**src/rtl/grid_guard.sv**
```systemverilog
module grid_guard #(
  parameter int MEAS_W    = 16,
  parameter int CNT_W     = 10,
  parameter int CNT_FLOOR = 0,
  parameter int CNT_CEIL  = 200,
  parameter int OK_LEVEL  = 100,
  parameter int FAIL_STEP = 2
) (
  input  logic                     clk,
  input  logic                     rst_n,
  input  logic                     tick,
  input  logic signed [MEAS_W-1:0] bus_v,
  input  logic signed [MEAS_W-1:0] out_i,
  input  logic signed [MEAS_W-1:0] grid_rms,
  input  logic signed [MEAS_W-1:0] freq_off,
  input  logic signed [MEAS_W-1:0] bus_max,
  input  logic signed [MEAS_W-1:0] bus_min,
  input  logic signed [MEAS_W-1:0] cur_lim,
  input  logic signed [MEAS_W-1:0] rms_hi,
  input  logic signed [MEAS_W-1:0] rms_lo,
  input  logic signed [MEAS_W-1:0] freq_dev,
  input  logic                     join_en,
  input  logic                     bridge_on,
  output logic                     trip,
  output logic                     join_req,
  output logic [4:0]               err_code
);
  localparam int AW = CNT_W + 4;
  localparam int XW = MEAS_W + 1;
  localparam logic signed [AW-1:0] FLOOR_A = AW'(CNT_FLOOR);
  localparam logic signed [AW-1:0] CEIL_A  = AW'(CNT_CEIL);
  localparam logic signed [AW-1:0] OK_A    = AW'(OK_LEVEL);

  logic signed [CNT_W-1:0] health;

  logic signed [XW-1:0] i_x, lim_x, f_x, dev_x;
  assign i_x   = XW'(out_i);
  assign lim_x = XW'(cur_lim);
  assign f_x   = XW'(freq_off);
  assign dev_x = XW'(freq_dev);

  logic bus_hi, cur_bad, rms_bad, frq_bad, bus_lo, hard;
  assign bus_hi  = bus_v > bus_max;
  assign cur_bad = (i_x > lim_x) || (i_x < -lim_x);
  assign rms_bad = (grid_rms > rms_hi) || (grid_rms < rms_lo);
  assign frq_bad = (f_x > dev_x) || (f_x < -dev_x);
  assign bus_lo  = bus_v < bus_min;
  assign hard    = bus_hi || cur_bad;

  logic [1:0] n_soft;
  assign n_soft = {1'b0, rms_bad} + {1'b0, frq_bad} + {1'b0, bus_lo};

  logic signed [AW-1:0] drain, h_sub, h_inc, h_nxt;
  logic                 soft_trip, do_trip, do_join;

  assign drain     = AW'(FAIL_STEP) * AW'(n_soft);
  assign h_sub     = hard ? FLOOR_A : (AW'(health) - drain);
  assign soft_trip = bridge_on && (h_sub < OK_A);
  assign do_trip   = hard || soft_trip;
  assign do_join   = !do_trip && !bridge_on && join_en && (h_sub == CEIL_A);
  assign h_inc     = (do_trip ? FLOOR_A : h_sub) + AW'(1);

  always_comb begin
    if (h_inc > CEIL_A)       h_nxt = CEIL_A;
    else if (h_inc < FLOOR_A) h_nxt = FLOOR_A;
    else                      h_nxt = h_inc;
  end

  always_ff @(posedge clk) begin
    if (!rst_n) begin
      health   <= CNT_W'(CNT_FLOOR);
      trip     <= 1'b0;
      join_req <= 1'b0;
      err_code <= '0;
    end else begin
      trip     <= tick && do_trip;
      join_req <= tick && do_join;
      if (tick) begin
        health <= CNT_W'(h_nxt);
        if (do_join) err_code <= '0;
        else         err_code <= err_code | {bus_lo, frq_bad, rms_bad, cur_bad, bus_hi};
      end
    end
  end

  assert_pulse_after_tick_R1: assert property (@(posedge clk) disable iff (!rst_n)
    (trip || join_req) |-> $past(tick));

  assert_bus_over_trips_R2: assert property (@(posedge clk) disable iff (!rst_n)
    (tick && bus_v > bus_max) |=> (trip && err_code[0]));

  assert_cur_over_trips_R3: assert property (@(posedge clk) disable iff (!rst_n)
    (tick && out_i > cur_lim) |=> (trip && err_code[1]));

  assert_health_range_R9: assert property (@(posedge clk) disable iff (!rst_n)
    (health >= CNT_W'(CNT_FLOOR)) && (health <= CNT_W'(CNT_CEIL)));

  assert_join_gated_R8: assert property (@(posedge clk) disable iff (!rst_n)
    join_req |-> ($past(join_en) && !$past(bridge_on) && err_code == 5'd0));

  assert_no_join_with_trip_R10: assert property (@(posedge clk) disable iff (!rst_n)
    !(trip && join_req));

  assert_err_sticky_R11: assert property (@(posedge clk) disable iff (!rst_n)
    !join_req |-> ((err_code & $past(err_code)) == $past(err_code)));
endmodule

```
**config.mk**
```make
export PLATFORM = sky130hd
export DESIGN_NAME = grid_guard
export DESIGN_NICKNAME = d
export VERILOG_FILES = /design/src/rtl/grid_guard.sv
export SDC_FILE = /design/constraint.sdc
export NUM_CORES = 1
export LEC_CHECK = 0
export ABC_AREA = 0
export ABC_CLOCK_PERIOD_IN_PS = 12500
export BUFFER_PORTS_ARGS = -buffer_cell sky130_fd_sc_hd__buf_2
export CAP_MARGIN = 20
export CORE_MARGIN = 3
export CORE_UTILIZATION = 51
export CTS_CLUSTER_DIAMETER = 50
export DETAILED_ROUTE_END_ITERATION = 12
export PLACE_DENSITY = 0.81
export SLEW_MARGIN = 20
export SYNTH_ARGS = -nofsm -noshare
export SYNTH_HDL_FRONTEND = slang
export SYNTH_SLANG_ARGS = --single-unit
```
**constraint.sdc**
```tcl
create_clock -name clk -period 12.5 [get_ports clk]
set_input_delay 0.625 -clock clk [delete_from_list [all_inputs] [get_ports clk]]
set_output_delay 0.625 -clock clk [all_outputs]
set_load 0.005 [all_outputs]
```
==> summary.md <==
| Metric | Value |
|---|---|
| Slowest-stage cell, CP | `or4_1` |
| First-pass GRT wire length | `23.4 mm` |
| Measured slew at the worst slew-check pin | `0.823 ns` |
| Period utilisation layout | `61.9%` |
| Synth cell types | `63` |
| Most frequent CP cell | `ha_1` |
| Vias in the first global route | `5386` |
| WL final | `13.8 mm` |
| Clk pwr share | `12.6%` |
| Switching Fraction | `44.1%` |
| Primary FF master, synth | `dfxtp_1` |
| Detailed-route DRC error count | `0` |
| Max_cap viols | `0` |
| Switching power | `143 uW` |
| Share of post-route cells with drive strength above 1 | `22.6%` |
| Critical Path AT | `7.93 ns` |
| Initial antenna violation count | `1` |
| Register share of total power | `18.1%` |
| CTS buffer count | `3` |
| Mapped Cells | `665` |
| Final-report setup violation count | `0` |
| Post-DP HPWL | `12.5 mm` |
| Lkg Pwr | `3.35 nW` |
| Setup TNS | `0 ns` |
| Req. time, crit path | `12.69 ns` |
| CTS Sinks | `17` |
| CTS resizes | `0` |
| Yosys Warn Count | `0` |
| Number of flops mapped to enable cells by yosys | `0` |
| Crit Path Max Fanout | `8` |
| Clk_skew | `0.00199 ns` |
| Part of the Yosys area used for sequential elements | `6.86%` |
| Fin nets | `1132` |
| Netlist Area Pre-Place | `4960 um^2` |
| Antenna Cells | `0` |
| Max Clk Rate | `129 MHz` |
| Min Tclk post-route | `7.74 ns` |
| Status | `complete, no violations` |
| Clk slew on worst S/H paths | `0.06 ns` |
| Initial core utilization | `53.2%` |
| Area share of the largest cell type after synthesis | `33.1%` |
| Largest net degree at the start of global routing | `13` |
| Top delay family on crit path | `simple AND/OR/NAND/NOR gates` |
| Drt pass-1 iters | `4` |
| Core Area | `9330 um^2` |
| Clk_lat worst skew | `0.25 ns` |
| Routed wire length per instance | `14.4 um` |
| Fin. max-slew vios | `0` |
| Crit Path Category | `in -> reg` |
| Maximum VDD drop | `33.1 uV` |
| Area added between synthesis and finish | `20.6%` |
| RSZ-0062 raised after global routing | `no` |
| Hold-fix buffers, CTS | `0` |
| Final hold slack | `0.450 ns` |
| Final WS setup | `4.76 ns` |
| I/O Pins | `172` |
| P per Cell Area | `54.2 nW/um^2` |
| CTS H-Tree Depth | `1` |
| Post-synth ARST share | `0%` |
| Final antenna-violating net count | `0` |
| Worst path max stage delay | `0.59 ns` |
| Clock Tree Buf Depth | `2` |
| Root buf cell | `clkbuf_8` |
| CTS tree | `done` |
| Rows | `35` |
| Yosys top cell by area | `ha_1` |
| Die W | `105 um` |
| Area contributors post-synth | `ha_1 (33%), inv_1 (8.5%), dfxtp_1 (6.9%)` |
| Max_slew headroom | `44.6%` |
| Final hold vios | `0` |
| Synth cell count leaders | `ha_1 (131), inv_1 (112), nand2_1 (47)` |
| Comb pwr share | `69.3%` |
| Total die area | `10900 um^2` |
| Hold WC Path Type | `reg -> reg` |
| Total gr overflow | `0` |
| Int Pwr | `181 uW` |
| RePlAce Congestion | `0.992` |
| Total track usage | `24.6%` |
| Total number of vias | `5380` |
| Drt initial violations | `340` |
| Post-CTS Setup Bufs | `0` |
| Die H | `105 um` |
| CP Launch Type | `input pin` |
| Post-synthesis register bit count | `17` |
| Syn Nets | `963` |
| Port bufs | `171` |
| Critical path buffer and inverter count | `1` |
| Critical path capture point type | `register` |
| DP Worst Slack | `4.61 ns` |
| Synthesized area per cell | `7.46 um^2` |
| Most numerous cell in the Yosys netlist | `ha_1` |
| Vias per Instance | `5.59` |
-- layer usage --
metal	vias up	wire length [um]	track usage (%)
li1	2709	-	-
met3	26	982	3.95
met4	2	280	5.06
met1	2449	5740	29.3
met2	194	6810	46.4
met5	-	13	0
-- cell usage in the layout (no fill, tap or decap), types with 3 or more instances in the layout --
cell type and count:
and3_1 5, xnor2_1 34, nand4_1 18, and2_1 9, and4_1 3, o21a_1 4
o21ai_0 20, a32o_1 3, o21ai_1 3, nor3_1 20, a21o_1 23, o31ai_1 8
inv_1 112, xor2_1 8, nor4_1 15, o211ai_1 3, a21oi_1 36, nor2_1 39
a211oi_1 7, o2111ai_1 3, nand2_1 47, nand3_1 16, a31oi_1 6, nand2b_1 13
ha_1 131, nor2b_1 9, a2111oi_0 3, buf_2 171, a211o_1 4, dfxtp_1 17
clkbuf_8 3
-- state kept, by name, indices dropped and copies added (netlist names) --
| name | flops |
|---|---|
| health | 10 |
| err_code | 5 |
| join_req | 1 |
| trip | 1 |
-- per-stage QoR --
| stage | utilization, % | total power [mW] | instances | area, um^2 |
|---|---|---|---|---|
| finish | 64.1 | 0.324 | 962 | 5980 |
| global route | 64.1 | 0.359 | 962 | 5980 |
| CTS | 64.1 | 0.324 | 962 | 5980 |
| detailed placement | 63.6 | 0.282 | 958 | 5940 |
| global placement | 63.6 | 0.273 | 958 | 5940 |
| floorplan | - | 0.209 | 665 | 4960 |
-- cell families (layout without fill, tap and decap cells) --
group	Yosys count	in the layout	share of synthesized area, %
adders and majority gates	133	133	33.9
muxes	1	1	0.227
AOI/OAI and AO/OA	146	146	20.5
DFF	17	17	6.86
xor gates and xnor gates	42	42	7.42
buffers and inverters	119	287	9.29
and+or+nand+nor	207	207	21.8
-- worst min-delay path: stages, from the launching register on --
cell     delay, ns
dfxtp_1       0.31
inv_1         0.04
a21oi_1       0.05
-- power groups by stage --
stage	clock network, mW	registers [mW]	logic, mW
floorplan	0	0.0594	0.150
global placement	0	0.0599	0.213
detailed placement	0	0.0600	0.222
CTS	0.0418	0.0588	0.224
global route	0.0440	0.0590	0.256
finish	0.0409	0.0588	0.224
-- cell type report --
type	instances	area, um^2
multi-input cells	529	4160
fillers	861	3350
repair buffers	171	856
inverters	112	420
flip-flops and latches	17	340
well taps	129	161
clock buffers	3	41.3
clock inverters	1	5.00
-- path summary, 6_finish.rpt --
kind | startpoint | end | slack [ns] | cells after the start
max reg2reg | health[2] | health[4] | 7.86 | 17
max | freq_dev[2] | health[4] | 4.76 | 29
min | err_code[3] | err_code[3] | 0.45 | 2
min reg2reg | err_code[3] | err_code[3] | 0.45 | 2
Note: power is estimated with default switching activity, not from simulation.
